File: src/rtl/wrf_pkg.sv
package wrf_pkg;
  localparam int NAME_W     = 5;
  localparam int WIN_STRIDE = 16;

  // physical slot reached by an architectural name under a window pointer
  function automatic int phys_index(input int name, input int win, input int entries);
    return (name + WIN_STRIDE * win) % entries;
  endfunction

  function automatic int phys_entries(input int nwin);
    return WIN_STRIDE * (nwin + 1);
  endfunction
endpackage

File: src/rtl/wrf_window_ptr.sv
module wrf_window_ptr #(
  parameter int NWIN = 7,
  localparam int CW = $clog2(NWIN)
) (
  input  logic          clk,
  input  logic          rst_n,
  input  logic          fwd,
  input  logic          back,
  output logic [CW-1:0] cwp,
  output logic          wrap
);
  localparam logic [CW-1:0] LAST = CW'(NWIN - 1);

  always_ff @(posedge clk or negedge rst_n) begin
    if (!rst_n) begin
      cwp  <= '0;
      wrap <= 1'b0;
    end else begin
      wrap <= 1'b0;
      if (fwd && !back) begin
        if (cwp == LAST) begin
          cwp  <= '0;
          wrap <= 1'b1;
        end else begin
          cwp <= cwp + 1'b1;
        end
      end else if (back && !fwd) begin
        if (cwp == '0) begin
          cwp  <= LAST;
          wrap <= 1'b1;
        end else begin
          cwp <= cwp - 1'b1;
        end
      end
    end
  end
endmodule

File: src/rtl/wrf_name_map.sv
module wrf_name_map #(
  parameter int NWIN = 7,
  localparam int CW   = $clog2(NWIN),
  localparam int PHYS = wrf_pkg::phys_entries(NWIN),
  localparam int PW   = $clog2(PHYS)
) (
  input  logic [wrf_pkg::NAME_W-1:0] name,
  input  logic [CW-1:0]              win,
  output logic [PW-1:0]              phys
);
  assign phys = PW'(wrf_pkg::phys_index(int'(name), int'(win), PHYS));
endmodule

File: src/rtl/wrf_storage.sv
module wrf_storage #(
  parameter int DATA_W = 32,
  parameter int PHYS   = 128,
  localparam int PW = $clog2(PHYS)
) (
  input  logic              clk,
  input  logic              we,
  input  logic [PW-1:0]     waddr,
  input  logic [DATA_W-1:0] wdata,
  input  logic [PW-1:0]     raddr,
  output logic [DATA_W-1:0] rdata
);
  logic [DATA_W-1:0] cells [PHYS];

  always_ff @(posedge clk) begin
    if (we) cells[waddr] <= wdata;
  end

  assign rdata = cells[raddr];
endmodule

File: src/rtl/wrf_window_regfile.sv
module wrf_window_regfile #(
  parameter int DATA_W = 32,
  parameter int NWIN   = 7,
  localparam int CW   = $clog2(NWIN),
  localparam int PHYS = wrf_pkg::phys_entries(NWIN),
  localparam int PW   = $clog2(PHYS)
) (
  input  logic                       clk,
  input  logic                       rst_n,
  input  logic                       save_win,
  input  logic                       restore_win,
  input  logic [wrf_pkg::NAME_W-1:0] rd_name,
  output logic [DATA_W-1:0]          rd_data,
  input  logic                       wr_en,
  input  logic [wrf_pkg::NAME_W-1:0] wr_name,
  input  logic [DATA_W-1:0]          wr_data,
  output logic [CW-1:0]              cwp,
  output logic                       wrap_pulse
);
  // port 0 = read, port 1 = write; both see the pointer before any move
  logic [wrf_pkg::NAME_W-1:0] port_name [2];
  logic [PW-1:0]              port_phys [2];
  logic [PW-1:0]              rd_phys;
  logic [PW-1:0]              wr_phys;

  assign port_name[0] = rd_name;
  assign port_name[1] = wr_name;

  wrf_window_ptr #(.NWIN(NWIN)) u_ptr (
    .clk  (clk),
    .rst_n(rst_n),
    .fwd  (save_win),
    .back (restore_win),
    .cwp  (cwp),
    .wrap (wrap_pulse)
  );

  for (genvar p = 0; p < 2; p++) begin : g_map
    wrf_name_map #(.NWIN(NWIN)) u_map (
      .name(port_name[p]),
      .win (cwp),
      .phys(port_phys[p])
    );
  end

  assign rd_phys = port_phys[0];
  assign wr_phys = port_phys[1];

  wrf_storage #(.DATA_W(DATA_W), .PHYS(PHYS)) u_store (
    .clk  (clk),
    .we   (wr_en),
    .waddr(wr_phys),
    .wdata(wr_data),
    .raddr(rd_phys),
    .rdata(rd_data)
  );
endmodule

File: config.mk
export PLATFORM = sky130hd
export DESIGN_NAME = wrf_window_regfile
export DESIGN_NICKNAME = d
export VERILOG_FILES = /design/src/rtl/wrf_pkg.sv /design/src/rtl/wrf_window_ptr.sv /design/src/rtl/wrf_name_map.sv /design/src/rtl/wrf_storage.sv /design/src/rtl/wrf_window_regfile.sv
export SDC_FILE = /design/constraint.sdc
export NUM_CORES = 2
export LEC_CHECK = 0
export ABC_AREA = 1
export BUFFER_PORTS_ARGS = -buffer_cell sky130_fd_sc_hd__buf_4
export CORE_ASPECT_RATIO = 0.8
export CORE_MARGIN = 2
export CORE_UTILIZATION = 41
export CTS_CLUSTER_DIAMETER = 40
export DETAILED_ROUTE_END_ITERATION = 8
export PLACE_DENSITY_LB_ADDON = 0.05
export SLEW_MARGIN = 20
export SYNTH_ARGS = -nofsm -noshare
export SYNTH_HDL_FRONTEND = slang
export SYNTH_SLANG_ARGS = --single-unit
export TNS_END_PERCENT = 30
File: constraint.sdc
create_clock -name clk -period 2.95 [get_ports clk]
set_clock_uncertainty 0.05 [all_clocks]
set_input_delay 0.885 -clock clk [delete_from_list [all_inputs] [get_ports clk]]
set_output_delay 0.885 -clock clk [all_outputs]
set_load 0.02 [all_outputs]
# Word level (Yosys, flattened, before mapping)
# Memory sizes are Yosys's and may differ from the RTL's.
# Index checks and enable logic that the tools add are counted.
dict set report word_totals {
  wordCells 24
  inputBits 47
  register_bits 4
  n_memories 1
  mem_bits_rw 4096
  output_inout_bits 36
}
# name words word_bits read_ports rd_ports_with_merged_regs wr line_no
set memory_table {}
lappend memory_table {u_store.cells 128 32 1 0 1 wrf_storage.sv:13} ;# logic [DATA_W-1:0] cells [PHYS];
dict set report op_classes {
  mux 10
  n_eq_ne 1
  n_addsub 4
  reduce_logical 6
}
# cell n
set op_table {}
lappend op_table {{adder 5 x 7 -> 7 bit} 2}
lappend op_table {{two-way mux 3 bit} 4}
lappend op_table {{two-way mux 1 bit} 6}
lappend op_table {{adder 3 x 1 -> 3 bit, second input constant} 1}
lappend op_table {{== test 3 bit, second input constant} 1}
lappend op_table {{logical NOT 3 bit} 1}
lappend op_table {{subtractor 3 x 1 -> 3 bit, second input constant} 1}
lappend op_table {{logical AND 1 bit} 2}
lappend op_table {{logical NOT 1 bit} 2}
lappend op_table {{nonzero test 2 bit} 1}

# Logic depth before layout (Yosys ltp)
dict set report logic_depth {
  ltp_word 4
  ltp_mapped 13
  mapped_depth_nobuf 9
}

# Cells and area by module
# A second synthesis with hierarchy kept.
dict set report hier_totals {
  cells_unflattened 13422
  area_unflattened_um2 164479.0
}
# module instances area_each_um2 seq_area_each_um2 cells_each
set by_module_without_submodules {}
lappend by_module_without_submodules {wrf_storage 1 163993.5 122998.0 13357}
lappend by_module_without_submodules {wrf_window_ptr 1 337.8 100.1 43}
lappend by_module_without_submodules {wrf_name_map 2 73.8 0.0 11}

# Worst setup path after synthesis
# No wires, ideal clock.
dict set report synth_path {
  path_type {input-to-reg}
  startpoint {in wr_name[4] (netlist bit)}
  endpoint {mem u_store.cells[100][0] (enable)}
  n_path_buf 0
  path_slack_ns -0.766
  t_arrival_ns 3.245
  stages 7
  setup_ns 0.421
  path_cell_list {ha_1 -> ha_1 -> xor2_1 -> inv_1 -> nor2_1 -> nand2_1 -> nor2_1}
}
dict set report synth_via {
  elab_chain_cells 1
}
# element line_no
set synth_rtl {}
lappend synth_rtl {{start, declared} wrf_window_regfile.sv:15} ;# input logic [wrf_pkg::NAME_W-1:0] wr_name,
lappend synth_rtl {{adder 5 x 7 -> 7 bit} wrf_pkg.sv:7} ;# return (name + WIN_STRIDE * win) % entries;
lappend synth_rtl {{end, declared} wrf_storage.sv:13}
# Every way passes these cells.

# Worst setup path in the final report
dict set report layout_path {
  startpoint {reg u_ptr.cwp[0]}
  endpoint {out rd_data[15]}
}
dict set report layout_via {
  elab_chain_cells 2
}
# element line_no
set layout_rtl {}
lappend layout_rtl {{start, declared} wrf_window_ptr.sv:9} ;# output logic [CW-1:0] cwp,
lappend layout_rtl {{start signal, assigned} wrf_window_ptr.sv:25} ;# cwp <= cwp + 1'b1;
lappend layout_rtl {{start signal, assigned} wrf_window_ptr.sv:32} ;# cwp <= cwp - 1'b1;
lappend layout_rtl {{adder 5 x 7 -> 7 bit} wrf_pkg.sv:7}
lappend layout_rtl {{memory (128 x 32 bit)} -}
lappend layout_rtl {{end, declared} wrf_window_regfile.sv:13} ;# output logic [DATA_W-1:0] rd_data,
# Every way passes these cells.

==> key figures <==
Drt
  • Pre-antenna DRT Iters: 6
  • Routed Antenna Nets: 0
  • Vias: 113000
  • Final WL: 572.1 mm
  • Vias per cell: 5.577
  • Remaining DRCs: 0
  • Initial detailed-routing violation count: 13470
  • Routed len/inst: 28.23 µm

Placed design
  • Post-Place Worst Slack: -1.918 ns
  • Placed instance area: 184400 µm²
  • Port Buf Inserts: 82
  • Post-detail-place hpwl: 356.0 mm
  • RD Place Congestion: 0.8723

STA
  • Slack of the critical path: -1.302 ns
  • Setup-failing EPs final: 32
  • Hold Vio Cnt, Final: 0
  • Max Clk Rate: 235.2 MHz
  • Unrepaired setup endpoints after global routing: true
  • Slew headroom: 44.37%
  • Worst slew pin tran: 0.8344 ns
  • Max Slew Vio Count: 0
  • Fin Setup TNS: -40.07 ns
  • Tmin final: 4.252 ns
  • Final period util: 144.1%

Yosys
  • Synth Instances: 13390
  • Sequential area share after synthesis: 74.43%
  • Most used DFF post-synth: edfxtp_1
  • Ys async rst share: 0.09756%
  • Yosys cell types: 23
  • Largest area contributor in the netlist: edfxtp_1
  • Synth Area per Inst: 12.35 µm²
  • Share of the synthesized area in the top cell type: 74.37%
  • Mapped Area: 165400 µm²
  • Seq cells post-synth: 4100
  • Largest cells by area after synthesis: edfxtp_1 74%, nand3_1 12%, nand2_1 9.4%, buf_2 1.5%, buf_6 1.3%
  • EDFF count, synth: 4096
  • Ranking of synthesized cells by instance count: 4160 x nand2_1, 4096 x edfxtp_1, 4033 x nand3_1, 489 x buf_2, 188 x buf_6
  • Post-Syn Nets: 13450
  • Synthesis warning total: 0
  • Most frequent cell after synthesis: nand2_1

Finish
  • Layout fillers: 34180
  • Final #Nets: 14520
  • Area occupied by multi-input gates: 39630 µm²
  • Synthesis-to-finish area growth: 24.54%
  • Post-route cell area: 206000 µm²
  • Fraction of layout cells with a size suffix above 1: 18.27%
  • Reg area: 123100 µm²

Worst hold path
  • Hold/Removal Path Class: in -> reg
  • Hold Path End: u_store.cells[32][20]
  • Hold path depth: 1
  • Worst Hold Launch: wr_data[20]

Critical path
  • Worst Path Class, Setup: reg -> out
  • Worst r2r src: u_ptr.cwp[0]
  • Critical Path Sink Type: output pin
  • Reg-to-reg endpoint: u_store.cells[23][10]
  • Worst Setup Start Kind: flop
  • Critical-path top delay cell: dfrtp_1
  • Flop-to-flop setup slack: 0.05 ns
  • Max FO, Critical Path: 7
  • Worst EP required: 2.02 ns
  • CP Data Arrival Time: 3.32 ns
  • Critical path's largest stage delay: 0.41 ns
  • Critical Path, Cell by Cell: ha_4 > buf_12 > clkinv_16 > buf_16 > buf_16 > nand3_1 > nand3_2 > nand3_2 > buf_6 > nand2_2 > buf_4
  • Path depth of the worst reg2reg path: 11

Global route
  • GRT Util Overall: 27.36%
  • First-pass GRT wire length: 805.7 mm
  • Vias in the first global route: 107300
  • Gr ovfl total: 0
  • Initial antenna violation count: 32
  • Largest net degree at the start of global routing: 101

Power
  • Internal power: 115.6 mW
  • NetSw: 44.80 mW
  • Lkg Pwr: 73.45 nW
  • Sw frac: 27.92%
  • Combinational power share: 17.5%
  • Clock share of power: 41.9%
  • Pwr dens: 779.0 nW/µm²
  • Seq pwr share: 40.6%
  • VDD IR max: 0.0007284 V

Die
  • Initial Utilization: 41.19%
  • Num rows: 208
  • I/O pins: 83
  • Core area: 401600 µm²
  • Die Wd: 714.1 µm
  • Chip Height: 572.1 µm
  • Die footprint: 408500 µm²

CTS
  • CTS tree: built
  • CTS buffer count: 556
  • Root Buffer Master: clkbuf_16
  • Clock latency on the worst-skew pair: 1.03 ns
  • Clk buf depth: 4
  • CTS clk-pin slew, worst paths: 0.05 ns
  • H-tree levels: 6
  • Clk sinks: 4100

Run
  • Max Cap Viol: 0

Status
  • Run status: finished, violations left
  • Failing checks: setup timing
## layout make-up
| class | count | share of cell area, % |
|---|---|---|
| diodes | 8 | 0.009720 |
| clock buffers | 632 | 7.121 |
| clock inverters | 368 | 1.872 |
| inverters | 25 | 0.08626 |
| multi-input cells | 8358 | 19.24 |
| flip-flops and latches | 4100 | 59.77 |
| well taps | 5355 | 3.253 |
| repair buffers | 1417 | 8.641 |
| repair inverters | 2 | 0.01215 |
## worst max-delay path: cells and delay by family (launching register included)
family | cells | cell delay [ns]
buf+inv | 6 | 1.00
simple gates | 4 | 0.45
flops | 1 | 0.41
fa+ha+maj | 1 | 0.33
## placed cells by master (no fill, tap or decap), types with 8 or more instances in the layout
cell type,count
ha_1,9
clkinv_4,33
nand2_4,11
clkinv_8,11
inv_6,67
buf_6,108
nand2_1,4126
nand3_1,3770
diode_2,8
clkinv_2,64
clkinv_1,73
clkbuf_16,583
buf_16,13
nand3_4,84
bufinv_16,57
nand3_2,179
buf_12,505
clkbuf_1,54
nand2_2,23
inv_1,19
clkinvlp_4,60
nor2_4,128
buf_4,777
nor2_1,16
edfxtp_1,4096
## power by group through the flow
stage	clock, mW	sequential, mW	combinational, mW
after floorplan	0	66.3	8.20
after global placement	0	66.2	23.5
after detailed placement	0	66.2	23.5
after CTS	68.3	65.1	26.7
after global routing	70.6	65.1	28.9
final	67.3	65.1	28.1
## flip-flops by register name, summed over array words and instances (netlist names)
| name | flops |
|---|---|
| u_ptr.wrap | 1 |
| u_ptr.cwp | 3 |
| u_store.cells | 4096 |
## how the worst max path moves through the flow
stage	end	slack, ns	depth (start not counted)	startpoint
after global routing	rd_data[19]	-1.33	11	u_ptr.cwp[0]
after floorplan	u_store.cells[22][0]	-0.26	5	wr_en
after global placement	rd_data[4]	-1.95	11	rd_name[2]
final	rd_data[15]	-1.30	11	u_ptr.cwp[0]
after CTS	rd_data[24]	-1.43	12	u_ptr.cwp[0]
after detailed placement	rd_data[4]	-1.92	11	rd_name[2]
## per-stage QoR
stage	cells	hold slack [ns]	utilization, %	power [mW]
after floorplan	13390	0.5394	-	74.48
after CTS	20250	0.03927	51.04	160.1
after global placement	19230	0.6342	45.93	89.78
after detailed placement	19230	0.6372	45.93	89.79
final	20270	0.1091	51.29	160.4
after global routing	20260	0.07961	51.29	164.6
## layer usage
metal  part of all wire, %  vias to the layer above  track usage [%]  wire (µm)
met5                0.0023                        -                0         13
met4                   2.7                        2            7.762      15510
met3                   7.7                      696            4.037      43860
met2                    44                     4652            41.00     252400
li1                      -                    50450                -          -
met1                    46                    57220            41.49     260400
## logic make-up (layout without fill, tap and decap cells)
logic type | Yosys count | in the layout | synth area share (%)
buffers and inverters | 933 | 2444 | 3.471
AOI/OAI and AO/OA | 6 | 6 | 0.02270
and+or+nand+nor | 8338 | 8338 | 21.98
xor gates and xnor gates | 3 | 3 | 0.01589
DFF | 4100 | 4100 | 74.43
adders and majority gates | 11 | 11 | 0.08322
other | 0 | 8 | 0
## repair_timing
| action | CTS | global route |
|---|---|---|
| cloned | 10 | 6 |
| endpoints found under the hold margin | 16 | 0 |
| buffers inserted | 11 | 15 |
| hold buffers | 3 | 0 |
| pin swaps | 29 | 45 |
| resized for setup | 321 | 172 |
| endpoints found under the setup margin | 32 | 35 |
Note: power is estimated with default switching activity, not from simulation.
